==> config.mk <==
export PLATFORM = sky130hd
export DESIGN_NAME = vt_token_sync
export DESIGN_NICKNAME = d
export VERILOG_FILES = /design/src/rtl/vt_sync_pkg.sv /design/src/rtl/vt_tok_cnt.sv /design/src/rtl/vt_issue_arb.sv /design/src/rtl/vt_base.sv /design/src/rtl/vt_token_sync.sv
export SDC_FILE = /design/constraint.sdc
export NUM_CORES = 1
export LEC_CHECK = 0
export BUFFER_PORTS_ARGS = -buffer_cell sky130_fd_sc_hd__buf_2
export CAP_MARGIN = 10
export CORE_MARGIN = 2
export CORE_UTILIZATION = 44
export CTS_BUF_LIST = sky130_fd_sc_hd__clkbuf_8
export DETAILED_ROUTE_END_ITERATION = 8
export GPL_TIMING_DRIVEN = 0
export PLACE_DENSITY_LB_ADDON = 0.2
export REMOVE_ABC_BUFFERS = 1
export SETUP_SLACK_MARGIN = 0.05
export SYNTH_ARGS = -nofsm -noshare
export SYNTH_HDL_FRONTEND = slang
export SYNTH_SLANG_ARGS = --single-unit
==> constraint.sdc <==
create_clock -name clk -period 4.1 [get_ports clk]
set_input_delay 0.41 -clock clk [delete_from_list [all_inputs] [get_ports clk]]
set_output_delay 0.41 -clock clk [all_outputs]
set_load 0.1 [all_outputs]
==> src/rtl/vt_sync_pkg.sv <==
package vt_sync_pkg;
   typedef enum logic [1:0] {
      STG_NONE = 2'd0,
      STG_LD   = 2'd1,
      STG_CMP  = 2'd2,
      STG_ST   = 2'd3
   } stage_e;

   localparam int NSTG = 3;
   localparam int NQ   = 4;
   localparam int PW   = $clog2(NSTG + 1);

   // queue slots; ovf_err bit order follows these
   localparam int Q_L2C = 0;
   localparam int Q_C2L = 1;
   localparam int Q_C2S = 2;
   localparam int Q_S2C = 3;

   // stage slot = stage id - 1
   localparam int S_LD  = int'(STG_LD) - 1;
   localparam int S_CMP = int'(STG_CMP) - 1;
   localparam int S_ST  = int'(STG_ST) - 1;

   // order in which stages claim tokens of a shared queue
   localparam stage_e PRIO [NSTG] = '{STG_CMP, STG_LD, STG_ST};
endpackage

==> src/rtl/vt_tok_cnt.sv <==
module vt_tok_cnt
   import vt_sync_pkg::*;
#(
   parameter int DEPTH = 4,
   parameter int INIT  = 0,
   localparam int CW   = $clog2(DEPTH + 1)
) (
   input  logic          clk,
   input  logic          rst,
   input  logic          push,
   input  logic [PW-1:0] pop_n,
   output logic [CW-1:0] cnt,
   output logic          ovf
);
   logic          drop;
   logic [CW-1:0] nxt;

   always_comb begin
      drop = push && (pop_n == '0) && (cnt == CW'(DEPTH));
      nxt  = cnt + CW'(push) - CW'(pop_n);
   end

   always_ff @(posedge clk) begin
      if (rst) begin
         cnt <= CW'(INIT);
         ovf <= 1'b0;
      end else begin
         ovf <= drop;
         if (!drop) cnt <= nxt;
      end
   end
endmodule

==> src/rtl/vt_issue_arb.sv <==
module vt_issue_arb
   import vt_sync_pkg::*;
#(
   parameter int CW = 3
) (
   input  logic [NSTG-1:0]          valid,
   input  logic [NSTG-1:0][NQ-1:0]  pop_mask,
   input  logic [NSTG-1:0][NQ-1:0]  push_mask,
   input  logic [NQ-1:0][CW-1:0]    cnt,
   output logic [NSTG-1:0]          issue,
   output logic [NQ-1:0]            push,
   output logic [NQ-1:0][PW-1:0]    pop_n
);
   always_comb begin
      int   s;
      logic ok;
      issue = '0;
      pop_n = '0;
      push  = '0;
      for (int p = 0; p < NSTG; p++) begin
         s  = int'(PRIO[p]) - 1;
         ok = valid[s];
         for (int q = 0; q < NQ; q++)
            if (pop_mask[s][q] && (int'(cnt[q]) <= int'(pop_n[q]))) ok = 1'b0;
         issue[s] = ok;
         for (int q = 0; q < NQ; q++)
            if (ok && pop_mask[s][q]) pop_n[q] = pop_n[q] + PW'(1);
      end
      for (int st = 0; st < NSTG; st++)
         for (int q = 0; q < NQ; q++)
            push[q] = push[q] | (issue[st] & push_mask[st][q]);
   end
endmodule

==> src/rtl/vt_base.sv <==
module vt_base #(
   parameter int NUM_VT     = 2,
   parameter int ACC_STRIDE = 784,
   parameter int INP_STRIDE = 144,
   parameter int WGT_STRIDE = 72,
   parameter int ACC_W      = 11,
   parameter int INP_W      = 9,
   parameter int WGT_W      = 8,
   localparam int TW        = (NUM_VT > 1) ? $clog2(NUM_VT) : 1
) (
   input  logic [TW-1:0]    thread,
   output logic [ACC_W-1:0] acc_base,
   output logic [INP_W-1:0] inp_base,
   output logic [WGT_W-1:0] wgt_base
);
   always_comb begin
      acc_base = ACC_W'(int'(thread) * ACC_STRIDE);
      inp_base = INP_W'(int'(thread) * INP_STRIDE);
      wgt_base = WGT_W'(int'(thread) * WGT_STRIDE);
   end
endmodule

==> src/rtl/vt_token_sync.sv <==
module vt_token_sync
   import vt_sync_pkg::*;
#(
   parameter int DEPTH      = 4,
   parameter int NUM_VT     = 2,
   parameter int ACC_STRIDE = 784,
   parameter int INP_STRIDE = 144,
   parameter int WGT_STRIDE = 72,
   parameter int ACC_W      = 11,
   parameter int INP_W      = 9,
   parameter int WGT_W      = 8,
   localparam int CW        = $clog2(DEPTH + 1),
   localparam int TW        = (NUM_VT > 1) ? $clog2(NUM_VT) : 1
) (
   input  logic             clk,
   input  logic             rst,
   input  logic             ld_valid,
   input  logic             ld_pop_c2l,
   input  logic             ld_push_l2c,
   output logic             ld_ready,
   input  logic             cmp_valid,
   input  logic             cmp_pop_l2c,
   input  logic             cmp_pop_c2l,
   input  logic             cmp_pop_s2c,
   input  logic             cmp_push_c2l,
   input  logic             cmp_push_c2s,
   input  logic [TW-1:0]    cmp_thread,
   output logic             cmp_ready,
   output logic [ACC_W-1:0] acc_base,
   output logic [INP_W-1:0] inp_base,
   output logic [WGT_W-1:0] wgt_base,
   input  logic             st_valid,
   input  logic             st_pop_c2s,
   input  logic             st_push_s2c,
   output logic             st_ready,
   input  logic             end_req,
   output logic [NQ-1:0]    ovf_err,
   output logic             sync_done
);
   if (DEPTH < 4)      begin : g_chk_depth $error("DEPTH must be at least 4"); end
   if (NUM_VT != 2)    begin : g_chk_vt    $error("exactly two virtual threads"); end
   if (NUM_VT > DEPTH) begin : g_chk_seed  $error("seed credits exceed DEPTH"); end
   if (ACC_STRIDE * (NUM_VT - 1) >= (1 << ACC_W)) begin : g_chk_acc
      $error("ACC_W too narrow");
   end

   logic [NSTG-1:0]         stg_valid, stg_issue;
   logic [NSTG-1:0][NQ-1:0] pop_mask, push_mask;
   logic [NQ-1:0][CW-1:0]   q_cnt;
   logic [NQ-1:0]           q_push;
   logic [NQ-1:0][PW-1:0]   q_pop;
   logic                    end_pend, pend_now, idle;

   always_comb begin
      stg_valid        = '0;
      stg_valid[S_LD]  = ld_valid;
      stg_valid[S_CMP] = cmp_valid;
      stg_valid[S_ST]  = st_valid;
      pop_mask  = '0;
      push_mask = '0;
      pop_mask[S_LD][Q_C2L]   = ld_pop_c2l;
      push_mask[S_LD][Q_L2C]  = ld_push_l2c;
      pop_mask[S_CMP][Q_L2C]  = cmp_pop_l2c;
      pop_mask[S_CMP][Q_C2L]  = cmp_pop_c2l;
      pop_mask[S_CMP][Q_S2C]  = cmp_pop_s2c;
      push_mask[S_CMP][Q_C2L] = cmp_push_c2l;
      push_mask[S_CMP][Q_C2S] = cmp_push_c2s;
      pop_mask[S_ST][Q_C2S]   = st_pop_c2s;
      push_mask[S_ST][Q_S2C]  = st_push_s2c;
   end

   vt_issue_arb #(.CW(CW)) u_arb (
      .valid     (stg_valid),
      .pop_mask  (pop_mask),
      .push_mask (push_mask),
      .cnt       (q_cnt),
      .issue     (stg_issue),
      .push      (q_push),
      .pop_n     (q_pop)
   );

   for (genvar q = 0; q < NQ; q++) begin : g_q
      vt_tok_cnt #(
         .DEPTH (DEPTH),
         .INIT  ((q == Q_S2C) ? NUM_VT : 0)
      ) u_cnt (
         .clk   (clk),
         .rst   (rst),
         .push  (q_push[q]),
         .pop_n (q_pop[q]),
         .cnt   (q_cnt[q]),
         .ovf   (ovf_err[q])
      );
   end

   vt_base #(
      .NUM_VT     (NUM_VT),
      .ACC_STRIDE (ACC_STRIDE),
      .INP_STRIDE (INP_STRIDE),
      .WGT_STRIDE (WGT_STRIDE),
      .ACC_W      (ACC_W),
      .INP_W      (INP_W),
      .WGT_W      (WGT_W)
   ) u_base (
      .thread   (cmp_thread),
      .acc_base (acc_base),
      .inp_base (inp_base),
      .wgt_base (wgt_base)
   );

   assign ld_ready  = stg_issue[S_LD];
   assign cmp_ready = stg_issue[S_CMP];
   assign st_ready  = stg_issue[S_ST];

   always_comb begin
      pend_now = end_pend | end_req;
      idle     = (q_cnt == '0) && (stg_valid == '0);
   end

   always_ff @(posedge clk) begin
      if (rst) begin
         end_pend  <= 1'b0;
         sync_done <= 1'b0;
      end else begin
         sync_done <= pend_now & idle;
         end_pend  <= pend_now & ~idle;
      end
   end
endmodule

* Word level (Yosys, flattened, before mapping)
Index checks and enable logic that the tools add are counted.
** Storage, ports and cells
- Register bits after elaboration :: 18
- Input bits :: 16
- Output and inout bits :: 36
- Word-level logic and storage cells :: 74
** Cells by class
- Add/subtract/negate cells :: 9
- Multiply operators :: 3
- Order comparisons :: 5
- Equality and inequality tests :: 4
- Muxes and demuxes :: 10
- Bitwise logic cells :: 8
- Reduce and logical (&&, ||, !) cells :: 25
** Operator list (count)
- 1-bit logical AND :: 19
- 3-bit by 1-bit adder with 3-bit output :: 4
- 3-bit == test (second input constant) :: 4
- 3-bit by 1-bit <= comparator with 1-bit output (second input constant) :: 4
- 12-bit logical NOT :: 1
- 1-bit by 4-bit multiplier with 5-bit output (second input constant) :: 2
- 1-bit two-way mux :: 9
- 3-bit by 1-bit subtractor with 3-bit output :: 3
- 2-bit logical NOT :: 4
- 1-bit by 6-bit multiplier with 7-bit output (second input constant) :: 1
- 1-bit bitwise AND :: 6
- 3-bit by 1-bit <= comparator with 1-bit output :: 1
- 3-bit logical NOT :: 1
- 3-bit by 2-bit subtractor with 3-bit output :: 1
- 1-bit by 1-bit adder with 2-bit output (second input constant) :: 1
- 2-bit two-way mux :: 1
- 1-bit NOT :: 1
- 1-bit bitwise OR :: 1

* Logic depth before layout (Yosys ltp)
Gate-level depths: netlist (run 1).
- Word-level depth :: 15
- Gate-level depth with buffers :: 20
- Gate-level depth less buffers :: 18

* By module
Synthesis (run 1) repeated with hierarchy kept, for this count alone.
** Second synthesis, totals
- Cell total of the unflattened synthesis :: 231
- Area, all modules :: 1991.9 µm²
** Modules (own cells, without submodules)
- vt_issue_arb :: instances 1, cells each 103, area each 749.5 µm², sequential area each 0.0 µm²
- vt_tok_cnt (g_q[0].u_cnt ...) :: instances 3, cells each 22, area each 230.2 µm², sequential area each 80.1 µm²
- vt_tok_cnt (g_q[3].u_cnt) :: instances 1, cells each 22, area each 232.7 µm², sequential area each 80.1 µm²
- vt_base :: instances 1, cells each 29, area each 214.0 µm², sequential area each 0.0 µm²
- vt_token_sync :: instances 1, cells each 11, area each 105.1 µm², sequential area each 40.0 µm²

* Worst setup path after synthesis (run 1)
OpenSTA, ideal clock, no wires.
- Path type :: register -> register
- From :: register g_q[0].u_cnt.cnt[0]
- To :: register g_q[1].u_cnt.cnt[2]
- Library setup time :: 0.116 ns
- Data arrival time :: 5.974 ns
- Required time :: 3.984 ns
- Path slack :: -1.990 ns
- Stages on the path, launching flop included :: 21
- Path buffers :: 2
- Period minus slack after synthesis :: 6.090 ns
- Cells stage by stage :: dfxtp_1 -> nor3_2 -> a22oi_1 -> and3_1 -> buf_6 -> buf_6 -> and2_1 -> ha_1 -> nor2_1 -> nor3_1 -> a21boi_0 -> nand2_1 -> ha_1 -> ha_1 -> inv_1 -> ha_1 -> fa_1 -> xnor2_1 -> xnor2_1 -> nor2_1 -> a41o_2
** On the way
- Word-level cells in the longest chain between the ends :: 15
- Elaborated cells on any way between the ends :: 19
** RTL lines
- start, declared :: RTL line vt_tok_cnt.sv:12 : output logic [CW-1:0] cnt,
- start signal, assigned :: RTL line vt_tok_cnt.sv:25 : cnt <= CW'(INIT);
- start signal, assigned :: RTL line vt_tok_cnt.sv:29 : if (!drop) cnt <= nxt;
- 3-bit by 1-bit <= comparator with 1-bit output * :: RTL line vt_issue_arb.sv:24 : if (pop_mask[s][q] && (int'(cnt[q]) <= int'(pop_n[q]))) ok = 1'b0;
- 1-bit logical AND * :: RTL line vt_issue_arb.sv:24
- 1-bit two-way mux * (3 in a row) :: RTL line vt_issue_arb.sv:24
- net cmp_ready :: RTL line vt_token_sync.sv:28 : output logic cmp_ready,
- 1-bit logical AND * :: RTL line vt_issue_arb.sv:27 : if (ok && pop_mask[s][q]) pop_n[q] = pop_n[q] + PW'(1);
- 1-bit two-way mux * :: RTL line vt_issue_arb.sv:27
- 3-bit by 1-bit <= comparator with 1-bit output * :: RTL line vt_issue_arb.sv:24
- 1-bit logical AND * :: RTL line vt_issue_arb.sv:24
- 1-bit two-way mux * :: RTL line vt_issue_arb.sv:24
- net ld_ready :: RTL line vt_token_sync.sv:20 : output logic ld_ready,
- 1-bit logical AND * :: RTL line vt_issue_arb.sv:27
- 2-bit two-way mux * :: RTL line vt_issue_arb.sv:27
- branches (longest 3 deep; another with 3-bit by 2-bit subtractor with 3-bit output)
- end signal, assigned :: RTL line vt_tok_cnt.sv:25
- end signal, assigned :: RTL line vt_tok_cnt.sv:29
- end, declared :: RTL line vt_tok_cnt.sv:12
Mark *: on every way through the listed nets, which the timed path passes.
A chain may end at the register's enable or synchronous reset.

* Worst setup path in the final report (run 1)
- From :: register g_q[0].u_cnt.cnt[0]
- To :: register g_q[1].u_cnt.cnt[2]
** On the way
- Word-level cells in the longest chain between the ends :: 15
- Elaborated cells on any way between the ends :: 19
** RTL lines (RTL line)
- 3-bit by 1-bit <= comparator with 1-bit output * :: vt_issue_arb.sv:24
- 1-bit logical AND * :: vt_issue_arb.sv:24
- 1-bit two-way mux * (3 in a row) :: vt_issue_arb.sv:24
- branches (longest 10 deep; another with 3-bit by 1-bit <= comparator with 1-bit output)
Every way passes the cells marked *.

==> results of run 1 <==
kinds of logic after synthesis:
kind of cell,synth area share
adders and majority gates,0.1991
other,0.002664
xor gates and xnor gates,0.01867
DFF,0.2560
buffers and inverters,0.2373
AOI/OAI and AO/OA,0.07823
and+or+nand+nor,0.2080
worst max-delay path, delay by kind of cell, from the launching register on:
family,cells,cell delay [ps]
buffers and inverters,1,40
AOI/OAI and AO/OA,3,530
DFF,1,360
and+or+nand+nor,7,1020
adders and majority gates,5,1410
xor gates and xnor gates,2,320
cell usage after synthesis:
master,n
a211o_1,1
a21boi_0,2
a21oi_1,2
a22oi_1,1
a311oi_1,3
a31oi_1,1
a41o_2,1
and2_1,11
and2b_2,1
and3_1,2
and3_2,1
and4_2,1
buf_4,32
buf_6,2
clkbuf_1,1
conb_1,1
dfxtp_1,18
fa_1,4
ha_1,16
inv_1,18
nand2_1,12
nand2b_1,4
nand3_1,3
nor2_1,6
nor3_1,5
nor3_2,1
nor3_4,1
nor3b_1,1
nor4_1,3
o21ai_0,3
o31a_2,1
xnor2_1,3
registers in the layout, summed over array words and instances, names as in the netlist:
register       cells
sync_done          1
g_q.u_cnt.ovf      4
end_pend           1
g_q.u_cnt.cnt     12
cell type report:
class | instances | area, sq um
sequential | 18 | 360.3
timing repair buffer | 22 | 110.1
multi-input combinational | 111 | 793.3
inverter | 18 | 67.56
tap | 44 | 55.05
clock buffer | 4 | 55.05
fill | 297 | 1612
routing by layer:
layer	track usage	vias up	wire length [um]
li1	-	496	-
met1	0.1787	451	1112
met2	0.2396	36	1095
met3	0.02772	2	152
met4	0.05590	0	10
met5	0	-	0
through the flow:
stage / hold slack [ps] / worst slack (ps) / util / instances / instance area (sq um)
finish: 410.0 / 312.5 / 0.4721 / 217 / 1441
global route: 420.1 / 33.23 / 0.4721 / 217 / 1441
CTS: 396.8 / 90.91 / 0.4709 / 217 / 1438
detailed placement: 487.6 / -35.92 / 0.4525 / 213 / 1381
global placement: 485.9 / -8.278 / 0.4525 / 213 / 1381
floorplan: 460.1 / -2510 / - / 147 / 1216
power groups by stage:
stage               clock (uW)  sequential (uW)  combinational, uW
finish                     142              280                501
global route               158              289                562
CTS                        148              280                503
detailed placement           0              285                500
global placement             0              282                481
floorplan                    0              281                411
worst paths after layout:
check	end	from	slack, ps
min reg2reg	g_q[2].u_cnt.ovf	g_q[2].u_cnt.cnt[2]	500
max	g_q[1].u_cnt.cnt[2]	g_q[0].u_cnt.cnt[0]	310
min	g_q[1].u_cnt.cnt[0]	cmp_push_c2l	410
max reg2reg	g_q[1].u_cnt.cnt[2]	g_q[0].u_cnt.cnt[0]	310
repair_timing:
action	in CTS	in global routing
setup endpoints to repair	1	1
hold buffers	0	0
gates resized for setup	1	2
==> flow_metrics.env, run 1 <==
export IMPL_p_int_uw=484.7
export IMPL_cap_violations=0
export IMPL_p_total_uw=922.0
export IMPL_nets=210
export IMPL_status="finished clean"
export IMPL_drc=0
export IMPL_drtAntennaViolNets=0
export IMPL_n_antenna_cell=0
export IMPL_layout_common_cells="22 x buf_2, 21 x conb_1, 18 x inv_1, 18 x dfxtp_1, 16 x ha_1"
export IMPL_crit_path_frequent_cell="ha_1"
export IMPL_drtIter0Drc=4
export IMPL_arrival_ps=3930
export IMPL_final_common_cell="buf_2"
export IMPL_clock_root_buffer="clkbuf_8"
export IMPL_die_h_um=60.56
export IMPL_reg2reg_depth=18
export IMPL_area_growth_pct=2.400
export IMPL_crit_type="flop to flop"
export IMPL_gp_congestion=0.7152
export IMPL_synthTopCellsByArea="dfxtp_1 26%, buf_4 17%, ha_1 14%"
export IMPL_clock_sinks=18
export IMPL_critPathMaxStageDelay_ps=380
export IMPL_worstSetupEndpointType="flop"
export IMPL_cts_inserted_buffers=3
export IMPL_std_cell_rows=20
export IMPL_antenna_found_initial=0
export IMPL_io_pins=52
export IMPL_sw_frac_of_total=0.4743
export IMPL_core_area_sq_um=3053
export IMPL_yosysTopAreaCellShare=0.2560
export IMPL_p_comb_frac=0.543
export IMPL_synth_distinct_cells=32
export IMPL_ys_ff_latch=18
export IMPL_slowest_stage="fa_1"
export IMPL_final_layout_size_suffix_gt1_frac=0.2023
export IMPL_grt_pass1_wl_um=3850
export IMPL_drt_wirelength_per_cell_um=10.93
export IMPL_fmax_mhz=264.0
export IMPL_initial_core_util=0.4611
export IMPL_hp_class="primary input to flop"
export IMPL_first_pass_iters=4
export IMPL_post_route_period_util=0.9238
export IMPL_die_x_um=60.56
export IMPL_min_period_ps=3787
export IMPL_synth_largest_area_cell="dfxtp_1"
export IMPL_synthesis_area_sq_um=1408
export IMPL_cts_htree_levels=1
export IMPL_wl_um=2371
export IMPL_grt_pass1_vias=881
export IMPL_grt_setup_unrepaired="false"
export IMPL_grt_max_degree=15
export IMPL_cp_start_kind="flop"
export IMPL_clk_pin_slew_ps=70
export IMPL_cts_tree="done"
export IMPL_crit_chain="nor3_2, a22oi_1, and3_2, and2_1, ha_1, nor2_1, nor3_1, a21boi_2, nand2_1, ha_1, ha_1, inv_1, ha_1, fa_1, xnor2_1, xnor2_1, nor2_1, a41o_2"
export IMPL_setup_viol_count_final=0
export IMPL_grt_overflow_total=0
export IMPL_vias=985
export IMPL_port_buffers=22
export IMPL_irDropWorstVdd_uv=288.7
export IMPL_hpwl_um=1954
export IMPL_cp_max_fo=14
export IMPL_switching_power_uw=437.3
export IMPL_yosysWarnings=0
export IMPL_power_leakage_uw=0.0007236
export IMPL_die_area_sq_um=3668
export IMPL_critical_path_required_ps=4240
export IMPL_hold_viol=0
export IMPL_synth_area_per_cell_sq_um=8.689
export IMPL_postCtsSetupBuffers=0
export IMPL_hold_depth=2
export IMPL_yosysSeqAreaShare=0.2560
export IMPL_slew_viol_final=0
export IMPL_syn_inst=162
export IMPL_grt_use_total=0.1421
export IMPL_clk_latency_ps=250
export IMPL_fin_setup_tns_ps=0
export IMPL_fin_worst_skew_ps=3.326
export IMPL_power_frac_seq=0.303
export IMPL_power_density_nw_per_um2=639.7
export IMPL_vias_per_cell=4.539
export IMPL_p_clk_frac=0.154
export IMPL_cts_buffer_depth=2
Note: power is estimated with default switching activity, not from simulation.
==> run 2, diff against run 1 <==
Settings changed: CORE_ASPECT_RATIO set to 0.7, SKIP_LAST_GASP set to 1.
==> run 2 against run 1 <==
Sequential share of layout area increased by 0.065 points. Die area increased by 0.19%. Worst hold slack got worse by 6.1 ps. First-iteration DRC count increased to 14 times the previous value. Combinational power decreased by 1%. Core utilization decreased by 0.92 points. Critical path type unchanged. Largest cell class unchanged. Largest power group unchanged.
==> flow_metrics.env, run 2 (synthesis results as in run 1) <==
export IMPL_worstSetupEndpointType="flop"
export IMPL_clock_sinks=18
export IMPL_multi_input_area_sq_um=797.0
export IMPL_hpwl_um=1858
export IMPL_critical_path_required_ps=4250
export IMPL_drtAntennaViolNets=0
export IMPL_hold_viol=0
export IMPL_area_growth_pct=2.133
export IMPL_drt_wirelength_per_cell_um=10.89
export IMPL_placed_cell_area_sq_um=1374
export IMPL_grt_setup_unrepaired="false"
export IMPL_postCtsSetupBuffers=0
export IMPL_drc=0
export IMPL_layout_setup_ws_ps=326.0
export IMPL_post_route_period_util=0.9205
export IMPL_reg2reg_depth=18
export IMPL_io_pins=52
export IMPL_die_area_sq_um=3675
export IMPL_gp_congestion=0.8379
export IMPL_cp_max_fo=14
export IMPL_first_pass_iters=4
export IMPL_cts_inserted_buffers=3
export IMPL_antenna_found_initial=0
export IMPL_cts_buffer_depth=2
export IMPL_min_period_ps=3774
export IMPL_grt_pass1_wl_um=3933
export IMPL_grt_pass1_vias=905
export IMPL_cts_tree="done"
export IMPL_grt_max_degree=15
export IMPL_port_buffers=22
export IMPL_final_common_cell="buf_2"
export IMPL_p_total_uw=922.2
export IMPL_clock_root_buffer="clkbuf_8"
export IMPL_design_area_sq_um=1438
export IMPL_cts_htree_levels=1
export IMPL_grt_overflow_total=0
export IMPL_crit_type="flop to flop"
export IMPL_core_area_sq_um=3105
export IMPL_vias=973
export IMPL_hp_class="primary input to flop"
export IMPL_dp_slack_ps=-138.8
export IMPL_setup_viol_count_final=0
export IMPL_status="finished clean"
export IMPL_final_layout_size_suffix_gt1_frac=0.2023
export IMPL_cp_start_kind="flop"
export IMPL_grt_use_total=0.1379
export IMPL_clk_latency_ps=250
export IMPL_wl_um=2298
export IMPL_reg_top3="g_q.u_cnt.cnt (12), g_q.u_cnt.ovf (4)"
export IMPL_power_leakage_uw=0.0007231
export IMPL_std_cell_rows=17
export IMPL_irDropWorstVdd_uv=223.8
export IMPL_hold_buffers=0
export IMPL_ctsResizeCount=2
export IMPL_regMostFlops="g_q.u_cnt.cnt"
export IMPL_layout_common_cells="22 x buf_2, 21 x conb_1, 18 x inv_1, 18 x dfxtp_1, 16 x ha_1"
export IMPL_fin_worst_skew_ps=1.064
export IMPL_fmax_mhz=265.0
export IMPL_nets=210
export IMPL_vias_per_cell=4.611
export IMPL_hold_depth=2
export IMPL_power_density_nw_per_um2=641.5
export IMPL_n_antenna_cell=0
export IMPL_slew_viol_final=0
export IMPL_nFillCells=321
export IMPL_die_x_um=71.60
export IMPL_drtIter0Drc=57
export IMPL_arrival_ps=3920
export IMPL_cap_violations=0
export IMPL_regArea_sq_um=360.3
export IMPL_utilization=0.4629
export IMPL_largest_reg_flops=12
export IMPL_die_h_um=51.32
export IMPL_fin_setup_tns_ps=0
export IMPL_clk_pin_slew_ps=70
export IMPL_initial_core_util=0.4533
## run 2: layout make-up
type,instances,share of cell area
inverter,18,0.04700
clock buffer,4,0.03829
sequential,18,0.2507
multi-input combinational,111,0.5544
tap,38,0.03307
timing repair buffer,22,0.07659
## run 2: power by group
| part | switching [uW] | internal (uW) | leakage (uW) |
|---|---|---|---|
| registers | 58.2 | 223 | 0.000148 |
| clock network | 59.2 | 85.3 | 0.0000288 |
| logic | 320 | 176 | 0.000547 |
| total | 437 | 485 | 0.000723 |
## run 2: through the flow
step | hold slack [ps] | std cells
2_1_floorplan | 460.1 | 147
3_3_place_gp | 481.8 | 207
3_5_place_dp | 494.7 | 207
4_1_cts | 396.3 | 211
5_1_grt | 430.2 | 211
6_report | 404.0 | 211
## run 2: layer usage
layer / global-route usage / share of wire
met5: 0 / 0
met2: 0.2207 / 0.46
met4: 0.02830 / 0.0026
met1: 0.1808 / 0.49
met3: 0.04734 / 0.050
## run 2: worst paths after layout
path | startpoint | end | slack [ps]
max | g_q[0].u_cnt.cnt[1] | g_q[1].u_cnt.cnt[2] | 330
min | cmp_push_c2l | g_q[1].u_cnt.cnt[0] | 400
max reg2reg | g_q[0].u_cnt.cnt[1] | g_q[1].u_cnt.cnt[2] | 330
min reg2reg | g_q[2].u_cnt.cnt[2] | g_q[2].u_cnt.ovf | 500
## run 2: critical path, stage by stage (launching register included)
cell and delay (ps):
dfxtp_1 420, nor3_2 80, a22oi_1 200, and3_4 310, and2_1 180, ha_1 230
nor2_1 80, nor3_1 60, a21boi_2 220, nand2_1 80, ha_1 300, ha_1 280
inv_1 40, ha_1 180, fa_1 370, xnor2_1 200, xnor2_1 140, nor2_1 50
a41o_2 220
==> run 3, diff against run 2 <==
Settings changed: PLACE_DENSITY set to 0.78, PLACE_DENSITY_LB_ADDON 0.2 to unset.
Clock period 4.1 ns to 4.4 ns, I/O delays scaled along.
==> run 3 against run 2 <==
Clock power decreased by 7%. Combinational power decreased by 7.7%. Via count shrank 0.31%. Clock-buffer cell count unchanged. Sequential cell count did not move. Register-to-register slack better by 60 ps. Sequential share of layout area increased by 0.13 points. First-iteration DRC count shrank 37%. Largest cell class unchanged. Worst hold slack better by 39 ps.
==> flow_metrics.env, run 3 (synthesis results as in run 1) <==
export IMPL_die_h_um=51.32
export IMPL_drtAntennaViolNets=0
export IMPL_port_buffers=22
export IMPL_drtIter0Drc=36
export IMPL_cp_max_fo=14
export IMPL_wl_um=2322
export IMPL_status="finished clean"
export IMPL_utilization=0.4605
export IMPL_hold_viol=0
export IMPL_nFillCells=320
export IMPL_design_area_sq_um=1430
export IMPL_drc=0
export IMPL_grt_max_degree=15
export IMPL_clk_pin_slew_ps=70
export IMPL_final_common_cell="buf_2"
export IMPL_io_pins=52
export IMPL_fmax_mhz=249.1
export IMPL_antenna_found_initial=0
export IMPL_hold_buffers=0
export IMPL_grt_overflow_total=0
export IMPL_crit_chain="nor3_2, a22oi_1, and3_2, and2_1, ha_1, nor2_1, nor3_1, a21boi_0, nand2_1, ha_1, ha_1, inv_1, ha_1, fa_1, xnor2_1, xnor2_1, nor2_1, a41o_2"
export IMPL_vias=970
export IMPL_reg_top3="g_q.u_cnt.cnt (12), g_q.u_cnt.ovf (4)"
export IMPL_cts_inserted_buffers=3
export IMPL_regMostFlops="g_q.u_cnt.cnt"
export IMPL_setup_viol_count_final=0
export IMPL_grt_use_total=0.1423
export IMPL_layout_common_cells="22 x buf_2, 21 x conb_1, 18 x inv_1, 18 x dfxtp_1, 16 x ha_1"
export IMPL_grt_pass1_wl_um=4077
export IMPL_drt_wirelength_per_cell_um=11.00
export IMPL_hpwl_um=1904
export IMPL_post_route_period_util=0.9123
export IMPL_clock_sinks=18
export IMPL_gp_congestion=0.7525
export IMPL_hp_class="primary input to flop"
export IMPL_fin_worst_skew_ps=6.831
export IMPL_crit_type="flop to flop"
export IMPL_vias_per_cell=4.597
export IMPL_area_growth_pct=1.600
export IMPL_slew_viol_final=0
export IMPL_power_leakage_uw=0.0007225
export IMPL_slowest_stage="a21boi_0"
export IMPL_grt_pass1_vias=935
export IMPL_first_pass_iters=3
export IMPL_largest_reg_flops=12
export IMPL_initial_core_util=0.4533
export IMPL_irDropWorstVdd_uv=244.6
export IMPL_cts_htree_levels=1
export IMPL_std_cell_rows=17
export IMPL_reg2reg_slack_ps=390
export IMPL_grt_setup_unrepaired="false"
export IMPL_placed_cell_area_sq_um=1374
export IMPL_final_layout_size_suffix_gt1_frac=0.1965
export IMPL_die_x_um=71.60
export IMPL_clk_latency_ps=250
export IMPL_cts_tree="done"
export IMPL_min_period_ps=4014
export IMPL_die_area_sq_um=3675
export IMPL_power_density_nw_per_um2=598.6
export IMPL_n_antenna_cell=0
export IMPL_arrival_ps=4160
export IMPL_critical_path_required_ps=4550
export IMPL_clock_root_buffer="clkbuf_8"
export IMPL_worstSetupEndpointType="flop"
export IMPL_critPathMaxStageDelay_ps=390
export IMPL_cap_violations=0
export IMPL_cts_buffer_depth=2
export IMPL_nets=210
export IMPL_cp_start_kind="flop"
export IMPL_core_area_sq_um=3105
export IMPL_crit_path_frequent_cell="ha_1"
[run 3: cell counts in the layout (fill, tap and decap cells not counted)]
Identical to the previous run, type by type.
[run 3: repair_timing]
action / CTS / global route
setup buffers: 0 / 0
endpoints found under the hold margin: 0 / 0
endpoints found under the setup margin: 0 / 1
gates resized for setup: 0 / 1
[run 3: metrics by stage]
stage / hold WS [ps] / setup slack, ps / std cells / total power (uW) / setup TNS, ps
after CTS: 437.7 / 256.4 / 211 / 864.1 / 0
after global routing: 439.6 / 55.01 / 211 / 930.7 / 0
after floorplan: 460.1 / -2210 / 147 / 645.1 / -13170
after detailed placement: 505.3 / 223.7 / 207 / 727.7 / 0
after global placement: 484.4 / 315.1 / 207 / 711.3 / 0
final: 443.4 / 386.0 / 211 / 856.1 / 0
[run 3: final cells by class]
cell class | count | area, sq um | area share
Clock buffer | 4 | 55.05 | 0.03850
Inverter | 18 | 67.56 | 0.04724
Multi-Input combinational cell | 111 | 789.5 | 0.5521
Sequential cell | 18 | 360.3 | 0.2520
Tap cell | 38 | 47.55 | 0.03325
Timing Repair Buffer | 22 | 110.1 | 0.07699
[run 3: critical path, delay by kind of cell (launching register included)]
kind / cells / cell delay [ps]
AND/OR/NAND/NOR: 7 / 1050
XOR/XNOR: 2 / 320
flip-flops: 1 / 360
AO/OA/AOI/OAI: 3 / 720
buffers and inverters: 1 / 40
adder cells (fa/ha/maj): 5 / 1430
[run 3: final timing paths]
path                                          start             endpoint  cells after the start
worst max-delay path            g_q[0].u_cnt.cnt[0]  g_q[1].u_cnt.cnt[2]                     18
worst min-delay path                   cmp_push_c2l  g_q[1].u_cnt.cnt[1]                      2
worst max register to register  g_q[0].u_cnt.cnt[0]  g_q[1].u_cnt.cnt[2]                     18
worst min register to register  g_q[2].u_cnt.cnt[2]     g_q[2].u_cnt.ovf                      2
[run 3: power breakdown]
| part | switching, uW | total, uW | internal (uW) |
|---|---|---|---|
| Combinational | 296 | 458 | 162 |
| Clock | 55.5 | 135 | 79.5 |
| Sequential | 54.9 | 263 | 208 |
| Total | 406 | 856 | 450 |
[run 3: layer usage]
metal	track usage	vias to the layer above	wire (um)
met5	0	-	0
met4	0.01887	0	0
met3	0.05523	0	137
met2	0.2423	23	1088
met1	0.1753	451	1096
li1	-	496	-
